<file path="src/rtl/hdr_pkg.sv">
package hdr_pkg;
  localparam int MAC_W  = 48;
  localparam int VID_W  = 12;
  localparam int TTL_W  = 8;
  localparam int CSUM_W = 16;
  localparam int ACT_W  = 2;

  localparam logic [ACT_W-1:0] ACT_NOP   = 'd0;
  localparam logic [ACT_W-1:0] ACT_ROUTE = 'd1;

  // checksum word change caused by TTL - 1, TTL in the high byte
  localparam logic [CSUM_W-1:0] TTL_DEC_DELTA = ~(CSUM_W'(1) << (CSUM_W - TTL_W));

  typedef struct packed {
    logic [MAC_W-1:0]  dst;
    logic [MAC_W-1:0]  src;
    logic              vlan_vld;
    logic [VID_W-1:0]  vid;
    logic              ip_vld;
    logic [TTL_W-1:0]  ttl;
    logic [CSUM_W-1:0] csum;
    logic              expire;
  } hdr_t;

  function automatic logic [CSUM_W-1:0] oc_add(logic [CSUM_W-1:0] a, logic [CSUM_W-1:0] b);
    logic [CSUM_W:0] s;
    s = {1'b0, a} + {1'b0, b};
    return s[CSUM_W-1:0] + {{(CSUM_W-1){1'b0}}, s[CSUM_W]};
  endfunction
endpackage

</file>
<file path="src/rtl/hdr_l2_rewrite.sv">
module hdr_l2_rewrite
  import hdr_pkg::*;
(
  input  logic             route_i,
  input  logic [MAC_W-1:0] dst_i,
  input  logic [MAC_W-1:0] src_i,
  input  logic             vlan_vld_i,
  input  logic [VID_W-1:0] vid_i,
  input  logic [MAC_W-1:0] dmac_prm_i,
  input  logic [MAC_W-1:0] smac_prm_i,
  input  logic [VID_W-1:0] vid_prm_i,
  output logic [MAC_W-1:0] dst_o,
  output logic [MAC_W-1:0] src_o,
  output logic [VID_W-1:0] vid_o
);
  always_comb begin
    dst_o = route_i ? dmac_prm_i : dst_i;
    src_o = route_i ? smac_prm_i : src_i;
    vid_o = (route_i && vlan_vld_i) ? vid_prm_i : vid_i;
  end
endmodule

</file>
<file path="src/rtl/hdr_ttl_update.sv">
module hdr_ttl_update
  import hdr_pkg::*;
(
  input  logic              route_i,
  input  logic              ip_vld_i,
  input  logic [TTL_W-1:0]  ttl_i,
  input  logic [CSUM_W-1:0] csum_i,
  output logic [TTL_W-1:0]  ttl_o,
  output logic [CSUM_W-1:0] csum_o,
  output logic              expire_o
);
  logic act;
  logic ttl_zero;
  logic dec;

  always_comb begin
    act      = route_i && ip_vld_i;
    ttl_zero = (ttl_i == '0);
    dec      = act && !ttl_zero;
    expire_o = act && (ttl_i <= TTL_W'(1));
    ttl_o    = dec ? ttl_i - TTL_W'(1) : ttl_i;
    // HC' = ~(~HC + ~m + m'), where ~m + m' reduces to TTL_DEC_DELTA
    csum_o   = dec ? ~oc_add(~csum_i, TTL_DEC_DELTA) : csum_i;
  end
endmodule

</file>
<file path="src/rtl/hdr_out_reg.sv">
module hdr_out_reg #(
  parameter int W = 8
) (
  input  logic         clk_i,
  input  logic         rst_ni,
  input  logic         in_valid_i,
  output logic         in_ready_o,
  input  logic [W-1:0] d_i,
  output logic         out_valid_o,
  input  logic         out_ready_i,
  output logic [W-1:0] q_o
);
  logic load;

  assign in_ready_o = !out_valid_o || out_ready_i;
  assign load       = in_valid_i && in_ready_o;

  always_ff @(posedge clk_i or negedge rst_ni) begin
    if (!rst_ni) begin
      out_valid_o <= 1'b0;
      q_o         <= '0;
    end else begin
      if (in_ready_o) out_valid_o <= in_valid_i;
      if (load)       q_o         <= d_i;
    end
  end
endmodule

</file>
<file path="src/rtl/hdr_rewrite_unit.sv">
module hdr_rewrite_unit
  import hdr_pkg::*;
(
  input  logic              clk_i,
  input  logic              rst_ni,
  input  logic              in_valid_i,
  output logic              in_ready_o,
  input  logic [ACT_W-1:0]  in_act_i,
  input  logic [MAC_W-1:0]  in_dmac_prm_i,
  input  logic [MAC_W-1:0]  in_smac_prm_i,
  input  logic [VID_W-1:0]  in_vid_prm_i,
  input  logic [MAC_W-1:0]  in_eth_dst_i,
  input  logic [MAC_W-1:0]  in_eth_src_i,
  input  logic              in_vlan_vld_i,
  input  logic [VID_W-1:0]  in_vlan_vid_i,
  input  logic              in_ipv4_vld_i,
  input  logic [TTL_W-1:0]  in_ipv4_ttl_i,
  input  logic [CSUM_W-1:0] in_ipv4_csum_i,
  output logic              out_valid_o,
  input  logic              out_ready_i,
  output logic [MAC_W-1:0]  out_eth_dst_o,
  output logic [MAC_W-1:0]  out_eth_src_o,
  output logic              out_vlan_vld_o,
  output logic [VID_W-1:0]  out_vlan_vid_o,
  output logic              out_ipv4_vld_o,
  output logic [TTL_W-1:0]  out_ipv4_ttl_o,
  output logic [CSUM_W-1:0] out_ipv4_csum_o,
  output logic              out_expire_o
);
  localparam int HW = $bits(hdr_t);

  logic route;
  hdr_t nxt;
  hdr_t cur;

  assign route = (in_act_i == ACT_ROUTE);

  hdr_l2_rewrite u_l2 (
    .route_i   (route),
    .dst_i     (in_eth_dst_i),
    .src_i     (in_eth_src_i),
    .vlan_vld_i(in_vlan_vld_i),
    .vid_i     (in_vlan_vid_i),
    .dmac_prm_i(in_dmac_prm_i),
    .smac_prm_i(in_smac_prm_i),
    .vid_prm_i (in_vid_prm_i),
    .dst_o     (nxt.dst),
    .src_o     (nxt.src),
    .vid_o     (nxt.vid)
  );

  hdr_ttl_update u_ttl (
    .route_i (route),
    .ip_vld_i(in_ipv4_vld_i),
    .ttl_i   (in_ipv4_ttl_i),
    .csum_i  (in_ipv4_csum_i),
    .ttl_o   (nxt.ttl),
    .csum_o  (nxt.csum),
    .expire_o(nxt.expire)
  );

  assign nxt.vlan_vld = in_vlan_vld_i;
  assign nxt.ip_vld   = in_ipv4_vld_i;

  hdr_out_reg #(.W(HW)) u_reg (
    .clk_i      (clk_i),
    .rst_ni     (rst_ni),
    .in_valid_i (in_valid_i),
    .in_ready_o (in_ready_o),
    .d_i        (nxt),
    .out_valid_o(out_valid_o),
    .out_ready_i(out_ready_i),
    .q_o        (cur)
  );

  assign out_eth_dst_o   = cur.dst;
  assign out_eth_src_o   = cur.src;
  assign out_vlan_vld_o  = cur.vlan_vld;
  assign out_vlan_vid_o  = cur.vid;
  assign out_ipv4_vld_o  = cur.ip_vld;
  assign out_ipv4_ttl_o  = cur.ttl;
  assign out_ipv4_csum_o = cur.csum;
  assign out_expire_o    = cur.expire;
endmodule

</file>
<file path="config.mk">
export PLATFORM = sky130hd
export DESIGN_NAME = hdr_rewrite_unit
export DESIGN_NICKNAME = d
export VERILOG_FILES = /design/src/rtl/hdr_pkg.sv /design/src/rtl/hdr_l2_rewrite.sv /design/src/rtl/hdr_ttl_update.sv /design/src/rtl/hdr_out_reg.sv /design/src/rtl/hdr_rewrite_unit.sv
export SDC_FILE = /design/constraint.sdc
export NUM_CORES = 1
export LEC_CHECK = 0
export BUFFER_PORTS_ARGS = -buffer_cell sky130_fd_sc_hd__buf_2
export CAP_MARGIN = 30
export CORE_AREA = 3 3 148 150
export DETAILED_ROUTE_END_ITERATION = 10
export DIE_AREA = 0 0 151 153
export PLACE_DENSITY = 0.67
export SYNTH_ARGS = -nofsm -noshare
export SYNTH_HDL_FRONTEND = slang
export SYNTH_HIERARCHICAL = 1
export SYNTH_SLANG_ARGS = --single-unit
</file>
<file path="constraint.sdc">
create_clock -name clk_i -period 1.8 [get_ports clk_i]
set_input_delay 0.18 -clock clk_i [delete_from_list [all_inputs] [get_ports clk_i]]
set_output_delay 0.18 -clock clk_i [all_outputs]
set_load 0.05 [all_outputs]
</file>
==> results of run 1 <==
-- routing by layer --
| metal | GRT usage | wire length [um] |
|---|---|---|
| met4 | 0.05225 | 427 |
| met5 | 0 | 13 |
| met3 | 0.05040 | 1768 |
| met1 | 0.2266 | 8897 |
| met2 | 0.3241 | 11320 |
-- worst max-delay path: stages --
cell      delay (ns)
buf_8           0.10
ha_4            0.15
and2_4          0.13
and2_4          0.13
a21o_1          0.16
nand4_1         0.10
ha_2            0.21
nand2b_4        0.06
nor2_4          0.12
o21ai_4         0.08
a311oi_4        0.28
buf_6           0.17
a41oi_2         0.10
xor2_1          0.16
mux2_4          0.27
-- power breakdown --
group          internal (mW)  total (mW)  switching (mW)  leakage [nW]
Combinational           1.53        4.36            2.83          3.81
Clock                   1.86        3.32            1.46         0.269
Sequential              3.57        3.84           0.268          1.59
Total                   6.96        11.5            4.56          5.67
-- cell usage after synthesis, types with 2 or more instances --
library cell,number,area share
o21ai_1,2,0.0013
and2_1,5,0.0040
nand4_1,7,0.0056
inv_1,3,0.0014
a21o_1,3,0.0029
o21ai_0,6,0.0038
nand2_1,22,0.011
nor2_1,11,0.0053
buf_6,15,0.022
a311oi_1,4,0.0045
mux2_4,90,0.17
or3_1,3,0.0024
o31a_1,2,0.0022
clkbuf_1,4,0.0019
nor4_1,4,0.0032
mux2_2,153,0.22
a31o_2,2,0.0022
ha_1,5,0.0080
and3_1,2,0.0016
a21oi_1,7,0.0045
dfrtp_1,136,0.44
nand2b_1,3,0.0024
and3_4,2,0.0029
nand2_2,2,0.0016
nor2b_1,3,0.0024
buf_2,16,0.010
xor2_1,12,0.013
a211oi_1,2,0.0019
o2111ai_1,2,0.0022
o21a_1,2,0.0019
nor3b_1,2,0.0019
xnor2_1,12,0.013
nor3_1,6,0.0038
nand3_1,7,0.0045
-- state kept, by name (all words and copies together), names as in the netlist --
signal	flops
u_reg/out_valid_o	1
u_reg/q_o	135
-- logic make-up after synthesis --
group / Yosys count
AOI/OAI and AO/OA: 41
xor gates and xnor gates: 24
adders and majority gates: 5
buffers and inverters: 38
DFF: 136
muxes: 244
and+or+nand+nor: 84
-- cells in the final DEF, fill, tap and decap left out, types with 3 or more instances in the layout --
master,n
buf_2,381
mux2_2,144
dfrtp_1,136
mux2_4,99
buf_4,73
nand2_1,22
clkbuf_16,17
xor2_1,12
xnor2_1,10
buf_12,9
nor2_1,9
nand4_1,7
buf_6,6
nand3_1,6
nor3_1,5
a21oi_1,5
inv_6,4
clkinvlp_4,4
o21ai_0,4
inv_8,3
inv_1,3
or3_1,3
a21o_1,3
and2_1,3
and3_4,3
-- final timing paths --
check	slack (ns)	cells past startpoint	from	end
min reg2reg	0.50	1	u_reg/q_o[48]$_DFFE_PN0P_	u_reg/q_o[48]$_DFFE_PN0P_
min in group asynchronous	0.22	2	rst_ni	u_reg/q_o[13]$_DFFE_PN0P_
max in group asynchronous	0.94	3	rst_ni	u_reg/q_o[63]$_DFFE_PN0P_
max	-0.31	15	in_ipv4_csum_i[1]	u_reg/q_o[16]$_DFFE_PN0P_
max reg2reg	0.34	4	u_reg/out_valid_o$_DFFE_PN0P_	u_reg/q_o[101]$_DFFE_PN0P_
min	0.02	2	in_ipv4_vld_i	u_reg/q_o[25]$_DFFE_PN0P_
-- layout make-up --
cell class / instances / share of cell area
clock inverter: 14 / 0.01161
tap: 275 / 0.03012
clock buffer: 18 / 0.03844
sequential: 136 / 0.2979
inverter: 3 / 0.0009858
multi-input combinational: 398 / 0.3821
timing repair buffer: 471 / 0.2388
-- through the flow --
| step | std cells | hold WS [ns] | cell area [um^2] |
|---|---|---|---|
| global route | 1315 | 0.02025 | 11420 |
| floorplan | 572 | -0.1156 | 7905 |
| finish | 1315 | 0.02352 | 11420 |
| CTS | 1315 | 0.00001768 | 11350 |
| global placement | 1279 | 0.09173 | 10640 |
| detailed placement | 1279 | 0.09528 | 10640 |
-- repair_timing --
item,4_1_cts,5_1_grt
pin swaps,13,17
gates cloned,0,0
hold buffers,1,0
endpoints found under the setup margin,12,16
setup buffers,3,3
endpoints found under the hold margin,65,0
resized for setup,22,18
==> metrics.md, run 1 <==
| Metric | Value |
|---|---|
| # DRC | 0 |
| Ys Warns | 6 |
| Largest net degree at the start of global routing | 77 |
| Design Power | 11.52 mW |
| Initial DRC count | 198 |
| Synth cell types | 49 |
| Clock sink total | 136 |
| Clock skew | 0.006009 ns |
| GRT Total Usage | 0.1867 |
| TritonCTS clock tree | yes |
| Worst slack, placed | -0.8247 ns |
| Routed wire length | 22.43 mm |
| Highest Clock Rate | 0.4729 GHz |
| CP Class | input pin to flip-flop |
| CTS max path bufs | 2 |
| Register area share after synthesis | 0.4353 |
| Post-DP HPWL | 17.71 mm |
| Maximum vdd drop | 0.5834 mV |
| # rows | 53 |
| Largest fanout on the critical path | 6 |
| Post-Synth Adder-Cell Area | 0.008003 |
| Gate Count Post-Synth | 572 |
| Root buf cell | clkbuf_16 |
| Worst Setup Start Kind | input pin |
| RSZ-0062 raised after global routing | true |
| Area of the multi-input gates | 4365 um^2 |
| Vias in the first global route | 6436 |
| Final setup vio count | 13 |
| Die W | 151 um |
| PD cells | 1009 nW/um^2 |
| Leakage | 5.673 nW |
| Syn-to-layout area delta | 46.13% |
| Clock network latency to the later pin of the worst-skew pair | 0.41 ns |
| Min-Delay Path Class | input pin to flip-flop |
| Via Count | 6301 |
| Crit end category | flip-flop |
| CTS buffer count | 17 |
| N_diodes | 0 |
| Final count of hold timing violations | 0 |
| Total negative setup slack | -2.705 ns |
| Failing checks | setup timing |
| Compound-cell area share of the yosys netlist | 0.04097 |
| Fin util | 0.5486 |
| Cell Area, Synth | 7817 um^2 |
| Outcome | finished, violations left |
| Slew HR | 0.6806 |
| Ports | 385 |
| FILL cells | 1835 |
| CP Data Required Time | 2.10 ns |
| Ys flop type | dfrtp_1 |
| GP Congestion | 0.8374 |
| Post-synth EDFFs | 0 |
| Grt ovf | 0 |
| Post-synthesis mux area share | 0.3945 |
| Port Buffers | 384 |
| Via/cell ratio | 4.792 |
| Crit path DAT | 2.41 ns |
| Flops & latches, synth | 136 |
| Sequential Area | 3403 um^2 |
| Syn Nets | 825 |
| Slew Viols, Final | 0 |
| Max-cap violation count | 0 |
| First-pass GRT wire length | 33.91 mm |
| Worst-Margin Slew | 0.4741 ns |
| Post-DRT Antenna Nets | 0 |
| Syn avg cell area | 13.67 um^2 |
| Period Utilization, post-route | 1.175 |
| Chip height | 153 um |
| Async set-reset flop share out of synthesis | 1.000 |
| Clk pin slew, worst setup/hold paths | 0.07 ns |
| Initial Util | 0.3754 |
| Min Tclk post-route | 2.115 ns |
| Simple-gate portion of the synthesized area | 0.05906 |
| Setup ws final | -0.3146 ns |
| Initial antenna violation count | 1 |
| Die ar. | 23100 um^2 |
| Final nets | 1280 |
| Main combinational cell family by area after synthesis | multiplexers |
| Post-Synth XOR/XNOR Area | 0.02689 |
| H-tree depth | 4 |
| Routed len/inst | 17.05 um |
| Count of TritonRoute iterations in the first routing pass | 4 |
| Core outline area | 20820 um^2 |
| Ratio of cells with drive above 1 in the final layout | 0.7567 |
(Power assumes the default switching activity.)
==> inputs of run 2 (changes only) <==
SETUP_SLACK_MARGIN = 0.05   (was default)
SKIP_CTS_REPAIR_TIMING = 1   (was default)
==> run 2 against run 1 <==
The flow still finishes with violations (setup timing). Sequential power about the same. First-iteration DRC count decreased by 10%. Worst hold slack got worse by 0.0063 ns. Core utilization decreased by 0.87 points. Combinational power about the same. Highest routed layer is now met4.
==> metrics.md, run 2 (synthesis results as in run 1) <==
| Metric | Value |
|---|---|
| RR Startpoint | u_reg/out_valid_o$_DFFE_PN0P_ |
| Biggest regs | u_reg/q_o (135), u_reg/out_valid_o (1) |
| Failing checks | setup timing |
| Final Instance Count excl. Fillers | 1307 |
| GP Congestion | 0.8569 |
| Hold Crit Start | in_ipv4_vld_i |
| Worst Setup Start Kind | input pin |
| CP Class | input pin to flip-flop |
| PD cells | 1019 nW/um^2 |
| Via Count | 6222 |
| # DRC | 0 |
| Vias in the first global route | 6367 |
| CTS max path bufs | 2 |
| Chip height | 153 um |
| N_diodes | 0 |
| RSZ-0062 raised after global routing | true |
| GRT Total Usage | 0.1877 |
| Max-cap violation count | 0 |
| Crit end category | flip-flop |
| Routed len/inst | 17.43 um |
| Post-DP HPWL | 18.16 mm |
| Via/cell ratio | 4.761 |
| Initial antenna violation count | 0 |
| Crit path DAT | 2.41 ns |
| Initial Util | 0.3754 |
| Slew Viols, Final | 0 |
| Grt ovf | 0 |
| Min-Delay Path Class | input pin to flip-flop |
| Worst reg2reg path endpoint | u_reg/q_o[64]$_DFFE_PN0P_ |
| Final count of hold timing violations | 0 |
| Maximum vdd drop | 0.5533 mV |
| Largest net degree at the start of global routing | 55 |
| Final setup vio count | 12 |
| GRT Max-Usage Layer | met2 |
| Commonest non-fill, non-tap cells in the layout | 381 x buf_2, 151 x mux2_2, 135 x dfrtp_1 |
| Placed insts | 1272 |
| First-pass GRT wire length | 33.72 mm |
| Biggest register | u_reg/q_o |
| Largest fanout on the critical path | 6 |
| Worst setup path endpoint | u_reg/q_o[16]$_DFFE_PN0P_ |
| Slew HR | 0.6437 |
| Met2 GRT Util | 0.3337 |
| CTS buffer count | 17 |
| Clk pin slew, worst setup/hold paths | 0.06 ns |
| H-tree depth | 4 |
| Count of TritonRoute iterations in the first routing pass | 4 |
| Min Tclk post-route | 2.114 ns |
| Most common cell after layout, fill and taps aside | buf_2 |
| Clock skew | 0.008538 ns |
| Ports | 385 |
| CP Data Required Time | 2.10 ns |
| Core outline area | 20820 um^2 |
| Leakage | 5.573 nW |
| Clock network latency to the later pin of the worst-skew pair | 0.41 ns |
| Die ar. | 23100 um^2 |
| Final nets | 1272 |
| Syn-to-layout area delta | 43.82% |
| Reg2reg setup slack | 0.31 ns |
| Hold WS | 0.01727 ns |
| Setup ws final | -0.3141 ns |
| Worst-Margin Slew | 0.5345 ns |
| TritonCTS clock tree | yes |
| Worst Reg2Reg Path Length in Cells | 4 |
| Root buf cell | clkbuf_16 |
| Clock sink total | 136 |
| Port Buffers | 384 |
| Period Utilization, post-route | 1.175 |
| Post-DRT Antenna Nets | 0 |
| Initial DRC count | 178 |
| Worst setup path startpoint | in_ipv4_csum_i[1] |
| # rows | 53 |
| Die W | 151 um |
| Routed wire length | 22.78 mm |
| Outcome | finished, violations left |
| Largest register FFs | 135 |
| Met3 layer usage reported by global route | 0.05010 |
| Highest Clock Rate | 0.4730 GHz |
| Fin util | 0.5400 |
| Met1 usage | 0.2250 |
| FILL cells | 1809 |
| Ratio of cells with drive above 1 in the final layout | 0.7461 |
-- run 2: cell types whose count changed in the layout (fill, tap and decap cells not counted), sizes merged --
cell	change
buf	-8
clkbuf	-1
inv	+1
-- run 2: per-layer routing --
metal  share of wire  vias to the layer above
met2            0.51                      232
met3           0.070                       23
li1                -                     2972
met4           0.017                        0
met5               0                        -
met1            0.40                     2995
-- run 2: per-stage QoR --
| step | setup WS, ns | power [mW] | cell area [um^2] | TNS, ns |
|---|---|---|---|---|
| after floorplan | -0.7403 | 6.893 | 7908 | -7.500 |
| after global placement | -0.7288 | 8.186 | 10560 | -10.44 |
| after detailed placement | -0.7981 | 8.233 | 10560 | -11.34 |
| after CTS | -0.3602 | 11.60 | 11120 | -2.751 |
| after global routing | -0.3828 | 11.96 | 11240 | -3.518 |
| final | -0.3141 | 11.45 | 11240 | -2.523 |
-- run 2: power by group --
part | switching, mW | leakage, nW | internal, mW | total, mW
clock | 1.47 | 0.264 | 1.82 | 3.28
sequential | 0.252 | 1.59 | 3.57 | 3.82
combinational | 2.85 | 3.72 | 1.50 | 4.35
total | 4.56 | 5.57 | 6.89 | 11.5
-- run 2: area by class of cell --
class | instances | area [um^2] | share of cell area
inverters | 3 | 11.26 | 0.001002
clock buffers | 17 | 425.4 | 0.03784
clock inverters | 15 | 135.1 | 0.01202
repair buffers | 463 | 2635 | 0.2344
multi-input cells | 398 | 4288 | 0.3814
well taps | 275 | 344.1 | 0.03060
flip-flops and latches | 136 | 3405 | 0.3028
-- run 2: how the worst min path moves through the flow --
stage	endpoint	slack, ns	cells past startpoint
after floorplan	u_reg/out_valid_o$_DFFE_PN0P_	-0.12	0
final	u_reg/q_o[25]$_DFFE_PN0P_	0.02	2
after global placement	u_reg/q_o[83]$_DFFE_PN0P_	0.17	1
after global routing	u_reg/q_o[25]$_DFFE_PN0P_	0.004	2
after detailed placement	u_reg/q_o[83]$_DFFE_PN0P_	0.18	1
after CTS	u_reg/q_o[83]$_DFFE_PN0P_	-0.27	1
-- run 2: critical path, stage by stage --
cell,delay [ns]
buf_8,0.10
ha_4,0.14
and2_4,0.13
and2_4,0.13
a21o_1,0.16
nand4_1,0.10
ha_2,0.21
nand2b_4,0.06
nor2_4,0.14
o21ai_4,0.09
a311oi_4,0.26
buf_6,0.17
a41oi_2,0.10
xor2_1,0.18
mux2_2,0.26
